File: src/rtl/eau_pkg.sv
package eau_pkg;

    localparam int unsigned WORD_W = 16;
    localparam int unsigned ADDR_W = 15;
    localparam int unsigned DISP_W = 8;
    localparam logic [DISP_W-1:0] LONG_ESCAPE = 8'h80;
    localparam logic [2:0] SHORT_OPC_MAX = 3'd5;

    typedef logic [ADDR_W-1:0] addr_t;
    typedef logic [WORD_W-1:0] word_t;

    typedef enum logic [1:0] {
        XM_ABS   = 2'd0,
        XM_PCREL = 2'd1,
        XM_LINK  = 2'd2,
        XM_INDEX = 2'd3
    } xmode_e;

    typedef enum logic [1:0] {
        ST_IDLE,
        ST_FETCH,
        ST_WAIT,
        ST_FIN
    } walk_e;

    // First instruction word; the MSB is field position 0.
    typedef struct packed {
        logic [2:0]        opc;
        logic [2:0]        rsel;
        xmode_e            xm;
        logic [DISP_W-1:0] disp;
    } iw0_t;

    // Second word of the long form.
    typedef struct packed {
        logic  indir;
        addr_t addr;
    } iw1_t;

    // Result of decoding, handed to the chain walker.
    typedef struct packed {
        addr_t addr;
        logic  indir;
        logic  two_words;
    } eastart_t;

    function automatic logic is_long(iw0_t w);
        return (w.opc > SHORT_OPC_MAX) || (w.disp == LONG_ESCAPE);
    endfunction

    function automatic addr_t sext_disp(logic [DISP_W-1:0] d);
        return {{(ADDR_W-DISP_W){d[DISP_W-1]}}, d};
    endfunction

    function automatic addr_t zext_disp(logic [DISP_W-1:0] d);
        return {{(ADDR_W-DISP_W){1'b0}}, d};
    endfunction

endpackage

File: src/rtl/eau_decode.sv
module eau_decode
    import eau_pkg::*;
(
    input  word_t    iword0,
    input  word_t    iword1,
    input  addr_t    pc,
    input  word_t    link_reg,
    input  word_t    idx_reg,
    output eastart_t first
);
    iw0_t  w0;
    iw1_t  w1;
    logic  long_form;
    addr_t base;
    addr_t offset;
    logic  unused_bits;

    assign w0 = iw0_t'(iword0);
    assign w1 = iw1_t'(iword1);
    assign long_form = is_long(w0);
    assign unused_bits = ^{w0.rsel, link_reg[WORD_W-1], idx_reg[WORD_W-1]};

    always_comb begin
        unique case (w0.xm)
            XM_ABS:   base = '0;
            XM_PCREL: base = pc;
            XM_LINK:  base = link_reg[ADDR_W-1:0];
            default:  base = idx_reg[ADDR_W-1:0];
        endcase
    end

    always_comb begin
        if (long_form)
            offset = w1.addr;
        else if (w0.xm == XM_ABS)
            offset = zext_disp(w0.disp);
        else
            offset = sext_disp(w0.disp);
    end

    always_comb begin
        first.two_words = long_form;
        if (long_form && (w0.xm == XM_PCREL)) begin
            // Immediate: the operand is the word after the instruction.
            first.addr  = pc + addr_t'(1);
            first.indir = 1'b0;
        end else begin
            first.addr  = base + offset;
            first.indir = long_form & w1.indir;
        end
    end

endmodule

File: src/rtl/eau_bound.sv
module eau_bound
    import eau_pkg::*;
#(
    parameter int unsigned MEM_WORDS = 32768
) (
    input  addr_t addr,
    output logic  nxm
);
    localparam logic [ADDR_W:0] LIMIT = (ADDR_W+1)'(MEM_WORDS);

    assign nxm = ({1'b0, addr} >= LIMIT);

endmodule

File: src/rtl/eau_walker.sv
module eau_walker
    import eau_pkg::*;
#(
    parameter int unsigned MEM_WORDS = 32768
) (
    input  logic     clk,
    input  logic     rst,
    input  logic     start,
    input  eastart_t first,
    input  logic     first_nxm,
    input  word_t    mem_rdata,
    input  logic     hop_nxm,
    output logic     mem_rd,
    output addr_t    mem_addr,
    output logic     done,
    output addr_t    ea,
    output logic     len_two,
    output logic     nxm_trap
);
    localparam logic [ADDR_W:0] LIMIT = (ADDR_W+1)'(MEM_WORDS);

    walk_e state;
    addr_t ptr;
    addr_t ea_q;
    logic  len_q;
    logic  trap_q;
    iw1_t  hop;

    assign hop = iw1_t'(mem_rdata);

    always_ff @(posedge clk) begin
        if (rst) begin
            state  <= ST_IDLE;
            ptr    <= '0;
            ea_q   <= '0;
            len_q  <= 1'b0;
            trap_q <= 1'b0;
        end else begin
            unique case (state)
                ST_IDLE: if (start) begin
                    len_q <= first.two_words;
                    if (first_nxm) begin
                        ea_q   <= first.addr;
                        trap_q <= 1'b1;
                        state  <= ST_FIN;
                    end else if (first.indir) begin
                        ptr    <= first.addr;
                        trap_q <= 1'b0;
                        state  <= ST_FETCH;
                    end else begin
                        ea_q   <= first.addr;
                        trap_q <= 1'b0;
                        state  <= ST_FIN;
                    end
                end
                ST_FETCH: state <= ST_WAIT;
                ST_WAIT: begin
                    if (hop_nxm) begin
                        ea_q   <= hop.addr;
                        trap_q <= 1'b1;
                        state  <= ST_FIN;
                    end else if (hop.indir) begin
                        ptr   <= hop.addr;
                        state <= ST_FETCH;
                    end else begin
                        ea_q  <= hop.addr;
                        state <= ST_FIN;
                    end
                end
                default: state <= ST_IDLE;
            endcase
        end
    end

    assign mem_rd   = (state == ST_FETCH);
    assign mem_addr = ptr;
    assign done     = (state == ST_FIN);
    assign ea       = ea_q;
    assign len_two  = len_q;
    assign nxm_trap = trap_q;

    a_r7_done_pulse: assert property (@(posedge clk) disable iff (rst)
        done |=> !done);

    a_r8_read_in_range: assert property (@(posedge clk) disable iff (rst)
        mem_rd |-> ({1'b0, mem_addr} < LIMIT));

    a_r8_result_in_range: assert property (@(posedge clk) disable iff (rst)
        (done && !nxm_trap) |-> ({1'b0, ea} < LIMIT));

    a_r6_read_gap: assert property (@(posedge clk) disable iff (rst)
        mem_rd |=> (!mem_rd && !done));

    a_r9_len_held: assert property (@(posedge clk) disable iff (rst)
        (state == ST_FETCH || state == ST_WAIT) |=> $stable(len_two));

endmodule

File: src/rtl/eau_top.sv
module eau_top
    import eau_pkg::*;
#(
    parameter int unsigned MEM_WORDS = 32768
) (
    input  logic        clk,
    input  logic        rst,
    input  logic        start,
    input  logic [15:0] iword0,
    input  logic [15:0] iword1,
    input  logic [14:0] pc,
    input  logic [15:0] link_reg,
    input  logic [15:0] idx_reg,
    output logic        mem_rd,
    output logic [14:0] mem_addr,
    input  logic [15:0] mem_rdata,
    output logic        done,
    output logic [14:0] ea,
    output logic        len_two,
    output logic        nxm_trap
);
    eastart_t first;
    logic     first_nxm;
    logic     hop_nxm;

    eau_decode u_decode (
        .iword0   (iword0),
        .iword1   (iword1),
        .pc       (pc),
        .link_reg (link_reg),
        .idx_reg  (idx_reg),
        .first    (first)
    );

    eau_bound #(.MEM_WORDS(MEM_WORDS)) u_bound_first (
        .addr (first.addr),
        .nxm  (first_nxm)
    );

    eau_bound #(.MEM_WORDS(MEM_WORDS)) u_bound_hop (
        .addr (mem_rdata[ADDR_W-1:0]),
        .nxm  (hop_nxm)
    );

    eau_walker #(.MEM_WORDS(MEM_WORDS)) u_walker (
        .clk       (clk),
        .rst       (rst),
        .start     (start),
        .first     (first),
        .first_nxm (first_nxm),
        .mem_rdata (mem_rdata),
        .hop_nxm   (hop_nxm),
        .mem_rd    (mem_rd),
        .mem_addr  (mem_addr),
        .done      (done),
        .ea        (ea),
        .len_two   (len_two),
        .nxm_trap  (nxm_trap)
    );

endmodule

File: config.mk
export PLATFORM = sky130hd
export DESIGN_NAME = eau_top
export DESIGN_NICKNAME = d
export VERILOG_FILES = /design/src/rtl/eau_pkg.sv /design/src/rtl/eau_decode.sv /design/src/rtl/eau_bound.sv /design/src/rtl/eau_walker.sv /design/src/rtl/eau_top.sv
export SDC_FILE = /design/constraint.sdc
export NUM_CORES = 1
export LEC_CHECK = 0
export BUFFER_PORTS_ARGS = -buffer_cell sky130_fd_sc_hd__buf_2
export CAP_MARGIN = 20
export CORE_MARGIN = 1.5
export CORE_UTILIZATION = 34
export DETAILED_ROUTE_END_ITERATION = 10
export GPL_TIMING_DRIVEN = 0
export PLACE_DENSITY_LB_ADDON = 0.05
export SYNTH_ARGS = -nofsm -noshare
export SYNTH_HDL_FRONTEND = slang
export SYNTH_SLANG_ARGS = --single-unit
File: constraint.sdc
create_clock -name clk -period 4.7 [get_ports clk]
set_clock_uncertainty 0.15 [all_clocks]
set_input_delay 0.235 -clock clk [delete_from_list [all_inputs] [get_ports clk]]
set_output_delay 0.235 -clock clk [all_outputs]
set_load 0.1 [all_outputs]
### Yosys cells after proc, flatten, opt, wreduce, memory -nomap -nowiden

Index checks and enable logic that the tools add are counted.

* register bits after elaboration: 33
* bits of input ports: 98
* output and inout bits: 34

* add/sub/neg operators: 2
* $lt $le $gt $ge: 1
* eq/ne operators: 11
* multiplexer cells: 16
* bitwise logic cells: 1
* reduce and logical (&&, ||, !) cells: 8

Operator list (number)
* $mux 15: 8
* $pmux 15 s2: 2
* $pmux 15 s3: 1
* $mux 16: 1
* $add 15x1->15 const B: 1
* $add 15x15->15: 1
* $ne 2x2->1 const B: 5
* $eq 8x8->1 const B: 1
* $reduce_and 4->1: 2
* $eq 2x2->1 const B: 3
* $mux 2: 3
* $pmux 2 s3: 1
* $eq 2x1->1 const B: 2
* $logic_not 2->1: 2
* $gt 3x3->1 const B: 1
* $reduce_and 2->1: 1
* $reduce_bool 2->1: 1
* $and 1x1->1: 1
* $logic_and 1x1->1: 1
* $logic_or 1x1->1: 1

### Depth between registers and ports, before layout

Gate-level depths: netlist of run 1.

* depth in word-level cells: 8
* depth in mapped cells: 15

### Cells and area by module

From an unflattened synthesis of run 1, not the netlist that was laid out.

* cell total of the unflattened synthesis: 384
* area, all modules: 3342.0 sq um

Modules (own cells, without submodules)
* eau_walker: instances 1, cells an instance 157, area an instance 1675.4 sq um
* eau_decode: instances 1, cells an instance 223, area an instance 1644.1 sq um
* eau_bound: instances 2, cells an instance 2, area an instance 11.3 sq um

### Least setup slack after synthesis of run 1

OpenSTA, ideal clock, no wires.

* path type: input-to-reg
* start point: input iword0[8]
* end point: register u_walker.ea_q[14], in the netlist u_walker.ea[14]
* setup time: 0.134 ns
* arrival time: 3.182 ns
* required time: 4.416 ns
* path slack: 1.234 ns
* stages on the path: 15
* path buffers: 3
* path through: clkbuf_1 -> nor2b_1 -> clkbuf_1 -> clkbuf_1 -> a22o_1 -> ha_1 -> inv_1 -> fa_1 -> nand2b_1 -> a21oi_1 -> o2111a_1 -> o21ai_0 -> xor2_1 -> a221oi_2 -> a211oi_1

* cells in the longest elaborated chain, start to end: 8
* elaborated cells between the ends (all ways): 14

Ends and longest elaborated chain
* start, declared: RTL line eau_top.sv:9 `input logic [15:0] iword0,`
* $logic_not 2->1: RTL line eau_decode.sv:24, eau_decode.sv:35
* $mux 15: RTL line eau_decode.sv:35 `else if (w0.xm == XM_ABS)`
* $mux 15: RTL line eau_decode.sv:33 `if (long_form)`
* $add 15x15->15: RTL line eau_decode.sv:48 `first.addr = base + offset;`
* $mux 16 *: RTL line eau_decode.sv:43 `if (long_form && (w0.xm == XM_PCREL)) begin`
* $mux 15: RTL line eau_walker.sv:46 `end else if (first.indir) begin`
* $mux 15: RTL line eau_walker.sv:40 `ST_IDLE: if (start) begin`
* $pmux 15 s2: RTL line eau_walker.sv:39 `unique case (state)`
* end signal, assigned: RTL line eau_walker.sv:43 `ea_q <= first.addr;`
* end signal, assigned: RTL line eau_walker.sv:51 `ea_q <= first.addr;`
* end signal, assigned: RTL line eau_walker.sv:59 `ea_q <= hop.addr;`
* end, declared: RTL line eau_walker.sv:24 `addr_t ea_q;`

Mark *: on every way between the ends. The rest lies on a longest branch, timed or not. The select of a mux whose other input is x is not followed.
A chain may end at the register's enable or synchronous reset.

### Final worst setup path of run 1

* start point: input iword0[8]
* end point: register u_walker.ptr[10], in the netlist u_walker.mem_addr[10]

* cells in the longest elaborated chain, start to end: 8
* elaborated cells between the ends (all ways): 14

Ends and longest elaborated chain
* $logic_not 2->1: RTL line eau_decode.sv:24, eau_decode.sv:35
* $mux 15: RTL line eau_decode.sv:35
* $mux 15: RTL line eau_decode.sv:33
* $add 15x15->15: RTL line eau_decode.sv:48
* $mux 16 *: RTL line eau_decode.sv:43
* $mux 15: RTL line eau_walker.sv:46
* $mux 15: RTL line eau_walker.sv:40
* $pmux 15 s2: RTL line eau_walker.sv:39
* end signal, assigned: RTL line eau_walker.sv:47 `ptr <= first.addr;`
* end signal, assigned: RTL line eau_walker.sv:63 `ptr <= hop.addr;`
* end, declared: RTL line eau_walker.sv:23 `addr_t ptr;`

Marked as above.

==> results of run 1 <==
-- report_power, final --
| group | internal (mW) | switching [mW] |
|---|---|---|
| clock network | 0.116 | 0.100 |
| registers | 0.313 | 0.0192 |
| logic | 0.200 | 0.487 |
-- state kept, by name, indices dropped and copies added, names as in the netlist --
register           cells
u_walker.state         2
u_walker.len_two       1
u_walker.mem_addr     15
u_walker.ea           15
-- metrics by stage --
stage | cells | area, um2 | util
after detailed placement | 649 | 3800 | 0.436
after global routing | 656 | 3880 | 0.445
after global placement | 649 | 3800 | 0.436
final | 656 | 3880 | 0.445
after CTS | 656 | 3880 | 0.445
after floorplan | 419 | 3050 | -
-- routing by layer --
metal  wire (um)  share of wire
met1        4970           0.49
met3         520          0.052
met5           0              0
met4         112          0.011
met2        4490           0.44
-- cell usage in the layout (no fill, tap or decap), types with 6 or more instances in the layout --
cell type / instances
or3_1: 6
dfxtp_1: 33
xnor2_1: 14
clkbuf_8: 6
inv_1: 6
ha_1: 15
clkbuf_1: 15
a21oi_1: 31
nand2b_1: 8
a21o_1: 9
a31oi_1: 7
mux2_2: 15
a22o_1: 13
nor3_1: 7
buf_2: 126
nor2_1: 40
o21ai_0: 14
a211oi_1: 9
nand2_1: 84
nand3_1: 12
-- cells by family (layout without fill, tap and decap cells) --
logic type                 Yosys count  after routing  share of synthesized area
AOI/OAI and AO/OA                  122            122                      0.277
xor gates and xnor gates            18             18                     0.0516
adders and majority gates           16             16                     0.0680
buffers and inverters               29            158                     0.0459
DFF                                 33             33                      0.216
muxes                               17             17                     0.0619
other                                1              1                    0.00123
and+or+nand+nor                    183            183                      0.278
-- worst paths after layout --
path,from,endpoint,slack [ns],depth (start not counted)
worst max register to register,u_walker.state[0],u_walker.mem_addr[10],2.24,6
worst max-delay path,iword0[8],u_walker.mem_addr[10],0.60,15
worst min register to register,u_walker.mem_addr[5],u_walker.mem_addr[5],0.30,2
worst min-delay path,start,u_walker.len_two,0.05,2
-- critical path, delay by kind of cell --
family	cells	cell delay, ns
AOI/OAI and AO/OA	6	1.79
adders and majority gates	2	0.53
buffers and inverters	4	1.13
and+or+nand+nor	3	0.45
-- area by class of cell --
class	count	area, um2	share of cell area
Buffer	22	114	0.0293
Clock buffer	7	86.3	0.0222
Inverter	7	26.3	0.00676
Multi-Input combinational cell	357	2250	0.580
Sequential cell	33	661	0.170
Tap cell	108	135	0.0348
Timing Repair Buffer	122	611	0.157
==> impl_metrics.toml, run 1 <==
[grt]
grt_util_met1 = 0.289
grt_max_degree = 11
grt_pass1_wl_mm = 16.4
grt_usage = 0.209
grt_pass1_vias = 3308
grt_util_met3 = 0.0243
grt.busiest_layer = "met2"
globalRouteOverflowTotal = 0
grt_util_met2 = 0.351
antenna_found_initial = 0

[sta]
setup_ws_ns = 0.604
setup_violations = 0
max_freq_mhz = 244
fin_tns_setup_ns = 0
holdWs_ns = 0.0530
relSlewSlack = 0.491
final-hold-violation-count = 0
period_share = 0.871
slew_violations = 0
finalCriticalPeriod_ns = 4.10
rsz0062_at_grt = "false"
worst_pin_slew_ns = 0.754

[logic_synthesis]
synth_flop_cell = "dfxtp_1"
synth_edf_count = 0
async_reset_ff_frac = 0
yosysTopAreaCell = "dfxtp_1"
synth-seq-cells = 33
syn_area_um2 = 3050
yosysUniqueCellTypes = 60
syn_avg_cell_area_um2 = 7.29
synth_area_leaders = "dfxtp_1 22%, nand2_1 10%, ha_1 6.1%, mux2_2 5.5%, a21oi_1 5.1%"
yosysMostFrequentCell = "nand2_1"
yosys_warnings = 0
synth_top_area_share = 0.216
ys_seq_area_frac = 0.216
synthesis.nets = 533
netlist_instances = 419
yosys-top-cells-count = "84 x nand2_1, 40 x nor2_1, 33 x dfxtp_1, 31 x a21oi_1"

[drt]
drt-pass1-iter-count = 4
wl_mm = 10.1
viasPerCell = 5.27
wire_per_inst_um = 15.4
drt_iter0_drc = 136
route.vias.total = 3457
drt.antenna.violating_nets = 0
drc = 0

[clock_network]
numCtsBuffers = 5
cts.path.max_buffers = 2
holdBufCountCts = 0
clkTransAtPathRegs_ns = 0.07
clk_latency_ns = 0.28
cts-htree-levels = 2
root_buffer = "clkbuf_8"
cts-resized-gates = 0
postCtsSetupRepairBufs = 0
cts_sinks = 33
cts_tree = "done"

[critical_path]
arrival_ns = 4.16
path_cells = "clkbuf_1 > nor2b_1 > clkbuf_1 > clkbuf_1 > a22o_1 > ha_1 > inv_1 > fa_1 > nand2b_1 > a21oi_1 > o2111a_1 > nor3_1 > o311ai_0 > o211ai_1 > a21oi_1"
path_class = "in -> reg"
cpPeakStageDelay_ns = 0.64
critPathSlowestCell = "o311ai_0"
worstSetupEndpointType = "flop"
worstPathRequired_ns = 4.77
crit_path_max_fanout = 10
crit_path_start_kind = "input port"
cp_common_cell = "clkbuf_1"

[placed_design]
gp_congestion = 0.839
port_buffers = 122
dp_hpwl_mm = 8.30
pre_cts_ws_ns = 0.250

[die]
fp-row-count = 34
core_area_um2 = 8720
die_height_um = 97.8
fp.dieW_um = 97.8
num_io_pins = 132
dieArea_um2 = 9560
initial_utilization = 0.350

[finish]
drive_gt1_frac = 0.296
nets = 662
fillCellCount = 955
syn2layout_area_growth_pct = 27.3
n_antenna_cell = 0

[pwr]
pwr_density_cell_nw_per_um2 = 318
leakage_nw = 1.89
finalPower_mw = 1.24
vdd_drop_max_uv = 127

[status]
status = "finished, final reports clean"

[hold_path]
hp-class = "in -> reg"

[flow_run]
drv_cap = 0
(Power assumes the default switching activity.)
==> inputs of run 2 (changes only) <==
--- a/config.mk
+++ b/config.mk
@@ -5,11 +5,11 @@
 export SDC_FILE = /design/constraint.sdc
 export NUM_CORES = 1
 export LEC_CHECK = 0
-export BUFFER_PORTS_ARGS = -buffer_cell sky130_fd_sc_hd__buf_2
 export CAP_MARGIN = 20
 export CORE_MARGIN = 1.5
-export CORE_UTILIZATION = 34
+export CORE_UTILIZATION = 45
 export DETAILED_ROUTE_END_ITERATION = 10
+export DONT_BUFFER_PORTS = 1
 export GPL_TIMING_DRIVEN = 0
 export PLACE_DENSITY_LB_ADDON = 0.05
 export SYNTH_ARGS = -nofsm -noshare
==> constraint.sdc (replaced) <==
create_clock -name clk -period 5.3 [get_ports clk]
set_clock_uncertainty 0.15 [all_clocks]
set_input_delay 0.265 -clock clk [delete_from_list [all_inputs] [get_ports clk]]
set_output_delay 0.265 -clock clk [all_outputs]
set_load 0.1 [all_outputs]
==> impl_metrics.toml, run 2 (same netlist as run 1, synthesis figures left out) <==
[critical_path]
crit_path_max_fanout = 10
critPathSlowestCell = "o311ai_0"
worstPathRequired_ns = 5.37
r2r_end = "u_walker.mem_addr[10]"
reg2regPathDepth = 6
cp_common_cell = "clkbuf_1"
arrival_ns = 3.93
critical_path_buf_inv_count = 4
path_cells = "clkbuf_1 > nor2b_1 > clkbuf_1 > clkbuf_1 > a22o_1 > ha_1 > inv_1 > fa_1 > nand2b_1 > a21oi_1 > o2111a_1 > nor3_1 > o311ai_0 > o211ai_1 > a21oi_1"
critPathTopFamily = "compound AO/OA/AOI/OAI gates"
worstSetupEndpointType = "flop"
r2r_slack_ns = 2.92
path_class = "in -> reg"
crit_path_start_kind = "input port"
r2r-start = "u_walker.state[0]"
cpPeakStageDelay_ns = 0.52

[die]
num_io_pins = 132
core_area_um2 = 6460
fp-row-count = 29
fp.dieW_um = 85.4
die_height_um = 85.4
dieArea_um2 = 7290
initial_utilization = 0.473

[sta]
period_share = 0.727
rsz0062_at_grt = "false"
setup_ws_ns = 1.45
holdWs_ns = -0.00676
finalCriticalPeriod_ns = 3.85
relSlewSlack = 0.294
setup_violations = 0
final-hold-violation-count = 1
fin_tns_setup_ns = 0
slew_violations = 0
max_freq_mhz = 259
worst_pin_slew_ns = 1.05

[placed_design]
port_buffers = 0
gp_congestion = 0.864
place_area_um2 = 3150
pre_cts_ws_ns = 1.10
dp.cells = 496
dp_hpwl_mm = 7.33

[pwr]
comb_power_share = 0.328
p_int_mw = 0.504
leakage_nw = 1.37
p_seq_frac = 0.487
pwr_density_cell_nw_per_um2 = 315
swShare = 0.508
vdd_drop_max_uv = 193
p_clk_frac = 0.185
power.switching_mw = 0.520

[clock_network]
root_buffer = "clkbuf_8"
cts-resized-gates = 0
clk_latency_ns = 0.29
cts_sinks = 33
cts_tree = "done"
clkTransAtPathRegs_ns = 0.07
numCtsBuffers = 5
cts-htree-levels = 2
cts.path.max_buffers = 2

[hold_path]
hp-class = "in -> reg"
hold_start = "start"
hold_depth = 2
whs_endpoint = "u_walker.state[0]"

[grt]
grt_max_degree = 12
grt_pass1_vias = 2816
globalRouteOverflowTotal = 0
grt_usage = 0.248
antenna_found_initial = 1
grt_pass1_wl_mm = 14.2

[drt]
drt_iter0_drc = 166
drc = 8
viasPerCell = 6.02
wl_mm = 9.10
drt.antenna.violating_nets = 0
wire_per_inst_um = 18.0
route.vias.total = 3044
drt-pass1-iter-count = 9

[status]
violations = "DRC, hold timing"
status = "complete, but fails checks"

[finish]
final_util = 0.503
finalNonFillerCells = 506
final_common_cell = "nand2_1"
nets = 541
syn2layout_area_growth_pct = 6.48
layout_common_cells = "84 x nand2_1, 40 x nor2_1, 33 x dfxtp_1"
final_cell_area_um2 = 3250
drive_gt1_frac = 0.100
fillCellCount = 694

[flow_run]
drv_cap = 0
## run 2: layout make-up
class | instances | area (um2) | area share
Clock buffer | 5 | 68.8 | 0.0212
Inverter | 7 | 26.3 | 0.00808
Antenna cell | 1 | 2.50 | 0.000770
Multi-Input combinational cell | 357 | 2250 | 0.694
Buffer | 22 | 114 | 0.0350
Timing Repair Buffer | 1 | 10.0 | 0.00308
Clock inverter | 3 | 17.5 | 0.00539
Sequential cell | 33 | 661 | 0.203
Tap cell | 77 | 96.3 | 0.0296
## run 2: what timing repair did
action | 4_1_cts | 5_1_grt
hold buffers | 1 | 0
endpoints found under the hold margin | 1 | 0
setup buffers | 0 | 0
## run 2: power by group through the flow
stage	Sequential [mW]	Clock (mW)	Combinational [mW]
after global placement	0.504	0	0.332
final	0.499	0.189	0.336
after detailed placement	0.504	0	0.334
after global routing	0.503	0.205	0.378
after floorplan	0.497	0	0.267
after CTS	0.499	0.192	0.337
## run 2: per-stage QoR
stage               hold WS, ns  total power, mW
floorplan                 0.225            0.763
global placement          0.227            0.836
detailed placement        0.231            0.838
CTS                    0.000264             1.03
global route             0.0292             1.09
finish                 -0.00676             1.02
## run 2: worst max path at each step
stage | startpoint | endpoint | slack (ns) | depth (start not counted)
6_report | iword0[8] | u_walker.mem_addr[10] | 1.45 | 15
3_3_place_gp | iword0[8] | u_walker.ea[10] | 1.18 | 15
4_1_cts | iword0[8] | u_walker.mem_addr[10] | 1.40 | 15
5_1_grt | iword0[8] | u_walker.mem_addr[10] | 1.07 | 15
3_5_place_dp | iword0[8] | u_walker.mem_addr[10] | 1.10 | 15
2_1_floorplan | iword0[8] | u_walker.ea[14] | 1.80 | 15
## run 2: per-layer routing
layer  wire length, um  part of all wire  vias to the layer above  GRT usage
met2              4170              0.46                      104      0.402
met5                 0                 0                        -          0
met1              4070              0.45                     1402      0.337
met3               793             0.087                        8     0.0749
met4                68            0.0075                        0     0.0279
li1                  -                 -                     1530          -
